===== config.mk =====
export PLATFORM = sky130hd
export DESIGN_NAME = bus_match_unpacker
export DESIGN_NICKNAME = d
export VERILOG_FILES = /design/src/rtl/lwu_pkg.sv /design/src/rtl/lwu_cfg_latch.sv /design/src/rtl/lwu_piece_ctr.sv /design/src/rtl/lwu_lane_sel.sv /design/src/rtl/bus_match_unpacker.sv
export SDC_FILE = /design/constraint.sdc
export NUM_CORES = 1
export LEC_CHECK = 0
export BUFFER_PORTS_ARGS = -buffer_cell sky130_fd_sc_hd__buf_2
export CORE_ASPECT_RATIO = 2
export CORE_UTILIZATION = 40
export DETAILED_ROUTE_END_ITERATION = 8
export GPL_TIMING_DRIVEN = 0
export PLACE_DENSITY_LB_ADDON = 0.05
export RECOVER_POWER = 25
export SLEW_MARGIN = 10
export SYNTH_ARGS = -nofsm -noshare
export SYNTH_HDL_FRONTEND = slang
export SYNTH_SLANG_ARGS = --single-unit

===== constraint.sdc =====
create_clock -name clk -period 4.3 [get_ports clk]
set_input_delay 0.645 -clock clk [delete_from_list [all_inputs] [get_ports clk]]
set_output_delay 0.645 -clock clk [all_outputs]
set_load 0.1 [all_outputs]

===== src/rtl/lwu_pkg.sv =====
package lwu_pkg;
  typedef struct packed {
    logic byte_mode;
    logic big_end;
  } lwu_cfg_t;

  localparam int unsigned LANES = 4;
endpackage


===== src/rtl/lwu_cfg_latch.sv =====
module lwu_cfg_latch
  import lwu_pkg::*;
(
  input  logic     clk,
  input  logic     rst_n,
  input  logic     size_byte_i,
  input  logic     big_endian_i,
  output lwu_cfg_t cfg_o,
  output logic     cfg_valid_o
);
  lwu_cfg_t cfg_q, cfg_d;
  logic     valid_q, valid_d;
  logic     cap_en;

  assign cap_en = !valid_q;

  always_comb begin
    cfg_d   = cfg_q;
    valid_d = valid_q;
    if (cap_en) begin
      cfg_d.byte_mode = size_byte_i;
      cfg_d.big_end   = big_endian_i;
      valid_d         = 1'b1;
    end
  end

  always_ff @(posedge clk or negedge rst_n) begin
    if (!rst_n) begin
      cfg_q   <= '0;
      valid_q <= 1'b0;
    end else begin
      cfg_q   <= cfg_d;
      valid_q <= valid_d;
    end
  end

  assign cfg_o       = cfg_q;
  assign cfg_valid_o = valid_q;
endmodule


===== src/rtl/lwu_piece_ctr.sv =====
module lwu_piece_ctr
  import lwu_pkg::*;
#(
  parameter int unsigned IDX_W = 2
) (
  input  logic             clk,
  input  logic             rst_n,
  input  logic             adv_i,
  input  logic             byte_mode_i,
  output logic [IDX_W-1:0] idx_o
);
  localparam logic [IDX_W-1:0] LAST_BYTE = IDX_W'(LANES - 1);
  localparam logic [IDX_W-1:0] LAST_WORD = IDX_W'(LANES / 2 - 1);

  logic [IDX_W-1:0] idx_q, idx_d, last;

  assign last = byte_mode_i ? LAST_BYTE : LAST_WORD;

  always_comb begin
    idx_d = idx_q;
    if (adv_i) begin
      if (idx_q == last) idx_d = '0;
      else               idx_d = idx_q + 1'b1;
    end
  end

  always_ff @(posedge clk or negedge rst_n) begin
    if (!rst_n) idx_q <= '0;
    else        idx_q <= idx_d;
  end

  assign idx_o = idx_q;
endmodule


===== src/rtl/lwu_lane_sel.sv =====
module lwu_lane_sel
  import lwu_pkg::*;
#(
  parameter int unsigned LANE_W = 9,
  parameter int unsigned IDX_W  = 2
) (
  input  logic [LANES*LANE_W-1:0] word_i,
  input  lwu_cfg_t                cfg_i,
  input  logic [IDX_W-1:0]        idx_i,
  output logic [2*LANE_W-1:0]     piece_o
);
  logic [LANE_W-1:0] lane [LANES];
  logic [1:0]        lane_idx;
  logic              upper_half;

  for (genvar k = 0; k < LANES; k++) begin : g_lane
    assign lane[k] = word_i[k*LANE_W +: LANE_W];
  end

  always_comb begin
    lane_idx   = cfg_i.big_end ? (2'd3 - idx_i[1:0]) : idx_i[1:0];
    upper_half = cfg_i.big_end ? !idx_i[0] : idx_i[0];
    if (cfg_i.byte_mode) piece_o = {{LANE_W{1'b0}}, lane[lane_idx]};
    else if (upper_half) piece_o = {lane[3], lane[2]};
    else                 piece_o = {lane[1], lane[0]};
  end
endmodule


===== src/rtl/bus_match_unpacker.sv =====
module bus_match_unpacker
  import lwu_pkg::*;
#(
  parameter int unsigned LANE_W = 9,
  localparam int unsigned WORD_W = LANES * LANE_W,
  localparam int unsigned OUT_W  = 2 * LANE_W
) (
  input  logic              clk,
  input  logic              rst_n,
  input  logic [WORD_W-1:0] fifo_data,
  input  logic              fifo_empty,
  output logic              fifo_pop,
  input  logic              rd_en,
  input  logic              size_byte,
  input  logic              big_endian,
  output logic [OUT_W-1:0]  rd_data,
  output logic              rd_empty
);
  localparam int unsigned IDX_W = $clog2(LANES);

  lwu_cfg_t          cfg;
  logic              cfg_valid;
  logic [IDX_W-1:0]  piece_idx;
  logic              pending, rd_fire;
  logic [WORD_W-1:0] aux_q, aux_d, src_word;
  logic [OUT_W-1:0]  out_q, out_d, piece;

  lwu_cfg_latch u_cfg (
    .clk(clk), .rst_n(rst_n),
    .size_byte_i(size_byte), .big_endian_i(big_endian),
    .cfg_o(cfg), .cfg_valid_o(cfg_valid)
  );

  lwu_piece_ctr #(.IDX_W(IDX_W)) u_ctr (
    .clk(clk), .rst_n(rst_n),
    .adv_i(rd_fire), .byte_mode_i(cfg.byte_mode),
    .idx_o(piece_idx)
  );

  lwu_lane_sel #(.LANE_W(LANE_W), .IDX_W(IDX_W)) u_sel (
    .word_i(src_word), .cfg_i(cfg), .idx_i(piece_idx), .piece_o(piece)
  );

  assign pending  = (piece_idx != '0);
  assign rd_empty = !cfg_valid || (!pending && fifo_empty);
  assign rd_fire  = rd_en && !rd_empty;
  assign fifo_pop = rd_fire && !pending;
  assign src_word = pending ? aux_q : fifo_data;

  always_comb begin
    aux_d = aux_q;
    out_d = out_q;
    if (fifo_pop) aux_d = fifo_data;
    if (rd_fire)  out_d = piece;
  end

  always_ff @(posedge clk or negedge rst_n) begin
    if (!rst_n) begin
      aux_q <= '0;
      out_q <= '0;
    end else begin
      aux_q <= aux_d;
      out_q <= out_d;
    end
  end

  assign rd_data = out_q;
endmodule


# Word-level counts from Yosys, hierarchy flattened
# Cells that the tools add are included.
[totals]
reg_bits = 59
out_inout_bits = 20
elab_cells = 30
[classes]
magnitude_cmp = 1
eq_ne = 1
addsub = 2
bitwise_logic = 1
n_reduce_logical = 9
n_mux = 10
[ops]
columns = ["op", "n"]
rows = [
  ["18-bit two-way mux", 2],
  ["36-bit two-way mux", 1],
  ["9-bit binary-select mux with 2-bit select", 1],
  ["9-bit two-way mux", 2],
  ["2-bit two-way mux", 3],
  ["1-bit zero test", 4],
  ["3-bit >= comparator (second input constant)", 1],
  ["1-bit logical AND", 3],
  ["2-bit inverter with 3-bit output", 1],
  ["2-bit by 1-bit adder with 2-bit output (second input constant)", 1],
  ["2-bit == test", 1],
  ["2-bit nonzero test", 1],
  ["2-bit subtractor (first input constant)", 1],
  ["1-bit logical OR", 1],
  ["1-bit two-way mux", 1],
]

# Longest topological paths before layout
[depth]
word_depth = 7
mapped_depth = 8
mapped_depth_nobuf = 6

# Modules after synthesis
# Synthesis repeated with hierarchy kept, for this count alone.
[hier_totals]
hier_cells = 283
area_unflattened_um2 = 3494.6
[by_module_without_submodules]
columns = ["module", "seq_area_each_um2", "cells_per_inst", "area_per_inst_um2", "n_inst"]
rows = [
  ["bus_match_unpacker", 1351.3, 158, 2471.1, 1],
  ["lwu_lane_sel", 0.0, 113, 838.3, 1],
  ["lwu_cfg_latch", 75.1, 6, 101.3, 1],
  ["lwu_piece_ctr", 50.0, 6, 83.8, 1],
]

# Worst setup path after synthesis
# No wires, ideal clock.
[synth_path]
kind = "reg-to-output"
start = "register u_ctr.idx_q[0], in the netlist u_ctr.idx_o[0]"
end = "output fifo_pop"
path_slack_ps = 1796
required_time_ps = 3655
stages_incl_launch_ff = 9
t_arrival_ps = 1859
cell_sequence = "dfrtp_1 -> inv_1 -> ha_1 -> a21bo_1 -> buf_6 -> nor2_8 -> nand2_4 -> buf_6 -> inv_2"
[synth_via]
elab_chain_len = 7
[synth_lines]
columns = ["item", "line_no", "text"]
rows = [
  ["start: declaration", "lwu_piece_ctr.sv:15", "logic [IDX_W-1:0] idx_q, idx_d, last;"],
  ["start signal: assignment", "lwu_piece_ctr.sv:29", "else idx_q <= idx_d;"],
  ["2-bit nonzero test", "bus_match_unpacker.sv:44", "assign pending = (piece_idx != '0);"],
  ["1-bit zero test", "bus_match_unpacker.sv:45", "assign rd_empty = !cfg_valid || (!pending && fifo_empty);"],
  ["1-bit logical AND", "bus_match_unpacker.sv:45", ""],
  ["1-bit logical OR", "bus_match_unpacker.sv:45", ""],
  ["net rd_empty", "bus_match_unpacker.sv:17", "output logic rd_empty"],
  ["1-bit zero test", "bus_match_unpacker.sv:46", "assign rd_fire = rd_en && !rd_empty;"],
  ["1-bit logical AND", "bus_match_unpacker.sv:46", ""],
  ["1-bit logical AND", "bus_match_unpacker.sv:47", "assign fifo_pop = rd_fire && !pending;"],
  ["end: declaration", "bus_match_unpacker.sv:12", "output logic fifo_pop,"],
]
# The timed path passes the listed nets, and every way through them passes these cells.

# Worst setup path after layout
[layout_path]
start = "register u_ctr.idx_q[0], in the netlist u_ctr.idx_o[0]"
end = "output fifo_pop"
[layout_via]
elab_chain_len = 7
[layout_lines]
columns = ["item", "line_no"]
rows = [
  ["2-bit nonzero test *", "bus_match_unpacker.sv:44"],
  ["1-bit zero test *", "bus_match_unpacker.sv:45, bus_match_unpacker.sv:47"],
  ["1-bit logical AND", "bus_match_unpacker.sv:45"],
  ["1-bit logical OR", "bus_match_unpacker.sv:45"],
  ["1-bit zero test", "bus_match_unpacker.sv:46"],
  ["1-bit logical AND", "bus_match_unpacker.sv:46"],
  ["1-bit logical AND *", "bus_match_unpacker.sv:47"],
]
# Every way passes the cells marked *; elsewhere a longest branch is shown, timed or not.

==> impl_metrics.py <==
metrics = {
    "status": {
        "status": "complete, no violations",
    },
    "cts": {
        "cts_resized": 0,
        "clk_latency_ns": 0.33,
        "cts_buffer_depth": 2,
        "cts_hold_buf": 0,
        "cts-root-buf": "clkbuf_16",
        "path_clk_slew_ns": 0.05,
        "htreeDepth": 3,
        "post-cts-setup-buffers": 0,
        "cts_made_buffers": 9,
        "cts_tree": "yes",
        "clock-sinks": 59,
    },
    "floorplan": {
        "design.portCount": 62,
        "coreArea_um2": 8233,
        "dieWidth_um": 67.07,
        "die-area_um2": 8862,
        "rows": 47,
        "start_util_pct": 41.14,
        "fp.dieH_um": 132.1,
    },
    "timing": {
        "clock_skew_ns": 0.005465,
        "fin_setup_tns_ns": 0,
        "worst_pin_slew_ns": 0.7937,
        "rsz0062_at_grt": "false",
        "fin_crit_sh_pct": 69.95,
        "fmax_ghz": 0.3325,
        "slew_viol_final": 0,
        "relSlewSlack_pct": 47.09,
        "fin_ws_ns": 1.292,
        "setup_violations": 0,
        "min_period_ns": 3.008,
        "hold_viol": 0,
    },
    "synth": {
        "synth_edf_count": 0,
        "synth_top_family_by_area": "multiplexers",
        "synth-compound-area-share_pct": 9.679,
        "yosysSeqAreaShare_pct": 43.59,
        "synth_area_leaders": "dfrtp_1 44%, mux2i_1 13%, mux2_4 13%",
        "ys_ff_latch": 59,
        "netlist_instances": 273,
        "synthFlopType": "dfrtp_1",
        "postSynth.asyncResetShare_pct": 100.0,
        "synth.cell_area_um2": 3387,
        "synthMuxAreaShare_pct": 29.15,
        "synth_top_area_share_pct": 43.59,
        "synth_fa_ha_area_share_pct": 0.3694,
        "ys.warnings.count": 0,
        "yosysTopAreaCell": "dfrtp_1",
        "ys_types": 35,
        "synth_common_cells": "59 x dfrtp_1, 45 x mux2i_1, 38 x nand2_1",
        "synthSimpleGateAreaFrac_pct": 10.64,
        "synthXorXnorAreaFrac_pct": 1.699,
        "synth_nets": 316,
        "synth.most_common_cell": "dfrtp_1",
        "avgSynthCellArea_um2": 12.41,
    },
    "worst_setup_path": {
        "cp.arrival_ns": 2.36,
        "crit_fanout": 10,
        "critPathMostFrequentCell": "buf_6",
        "cp-start-kind": "register",
        "cp_data_required_time_ns": 3.65,
        "critPathMaxStageDelay_ns": 0.47,
        "cp_slowest_cell": "dfrtp_1",
        "worstSetupEndpointType": "output pin",
        "path_cells": "inv_1, ha_1, a21bo_1, buf_6, nor2_8, nand2_4, buf_6, inv_2, buf_2",
        "crit_type": "register to output pin",
    },
    "global_route": {
        "grt_overflow_total": 0,
        "grt_pass1_vias": 2566,
        "grt_pass1_wl_um": 13930,
        "grt_max_degree": 60,
        "grtUsageTotal_pct": 22.24,
        "antenna_found_initial": 0,
    },
    "detailed_routing": {
        "drc": 0,
        "wl_per_cell_um": 20.13,
        "drt_iter0_markers": 129,
        "routed_wl_um": 9018,
        "first_pass_iters": 4,
        "postRouteAntennaNets": 0,
        "vias": 2500,
        "vias_per_cell": 5.580,
    },
    "layout": {
        "finalInstanceArea_um2": 4113,
        "antenna_cells": 0,
        "layout.nets": 388,
        "drive_gt1_share_pct": 38.00,
        "area_delta_synth_final_pct": 21.43,
    },
    "power": {
        "vdd_ir_drop_max_v": 0.0006146,
        "p_total_uw": 3869,
        "powerDensity_nw_per_um2": 940.8,
        "p_leak_uw": 0.002044,
    },
    "place": {
        "dpl.hpwl_um": 6429,
        "preCtsSetupSlack_ns": 1.618,
        "routabilityCongestion": 0.8273,
        "port-buffer-count": 61,
        "placed_area_um2": 3817,
    },
    "min_path": {
        "hold_path.class": "input pin to async pin",
    },
    "run": {
        "max_cap_violations": 0,
    },
}
cell type report:
type                    count  area (um^2)
fillers                   797         4120
multi-input cells         191         1749
flip-flops and latches     59         1476
repair buffers             61        307.8
clock buffers              11        242.7
plain buffers              18        141.4
well taps                  98        122.6
clock inverters             5        52.55
inverters                   5        20.02
through the flow:
stage               utilization (%)  std cells  hold slack (ns)
finish                        49.95        448           0.3888
CTS                           49.95        448           0.4230
global placement              46.34        432           0.4730
detailed placement            46.37        432           0.4796
global route                  49.95        448           0.4518
floorplan                         -        273           0.3494
critical path: cells and delay by family, from the launching register on:
kind	cells	cell delay, ns
adder cells (fa/ha/maj)	1	0.22
flip-flops	1	0.47
AND/OR/NAND/NOR	2	0.23
AO/OA/AOI/OAI	1	0.18
buffers and inverters	5	0.94
state kept, by name (all words and copies together), names as in the netlist:
name / cells
aux_q: 36
rd_data: 18
u_cfg.cfg_o: 2
u_ctr.idx_o: 2
u_cfg.cfg_valid_o: 1
layer usage:
layer,up-vias,global-route usage [%],share of wire [%]
met2,70,36.89,53
li1,1152,-,-
met4,0,10.40,2.4
met1,1262,26.16,41
met5,-,0,0
met3,16,5.104,3.7
kinds of logic (layout without fill, tap and decap cells):
| kind of cell | after synthesis | count (layout) |
|---|---|---|
| simple gates | 63 | 63 |
| fa+ha+maj | 1 | 1 |
| other cells | 1 | 1 |
| compound gates | 39 | 39 |
| xor+xnor | 4 | 4 |
| flops | 59 | 59 |
| buf+inv | 23 | 100 |
| mux | 83 | 83 |
worst paths after layout:
path | startpoint | to | slack [ns] | cells past startpoint
max in group asynchronous | rst_n | aux_q[35] | 3.38 | 1
min in group clk | aux_q[8] | aux_q[8] | 0.49 | 1
setup / recovery | u_ctr.idx_o[0] | fifo_pop | 1.29 | 9
hold reg to reg | aux_q[8] | aux_q[8] | 0.49 | 1
hold / removal | rst_n | aux_q[6] | 0.39 | 1
setup reg to reg | u_ctr.idx_o[0] | rd_data[13] | 1.93 | 7
layout by cell type (no fill, tap or decap), types with 2 or more instances in the layout:
master | Yosys | layout
buf_6 | 6 | 6
mux2_2 | 2 | 2
nand2_1 | 38 | 38
a32oi_1 | 18 | 18
clkbuf_16 | 0 | 9
buf_4 | 1 | 2
dfrtp_1 | 59 | 59
xor2_2 | 2 | 2
nand3_1 | 9 | 9
nand3b_1 | 9 | 9
clkinv_2 | 1 | 4
inv_1 | 3 | 3
clkbuf_1 | 2 | 3
o211ai_1 | 9 | 9
buf_2 | 7 | 67
mux2_4 | 29 | 29
a22o_1 | 9 | 9
mux2i_1 | 45 | 45
mux2_1 | 7 | 7
report_power, final:
group | leakage (uW) | internal [uW] | total (uW) | switching [uW]
combinational | 0.00117 | 759 | 2160 | 1400
clock | 0.000145 | 461 | 721 | 260
sequential | 0.000725 | 820 | 987 | 167
total | 0.00204 | 2040 | 3870 | 1830
(Power assumes the default switching activity.)
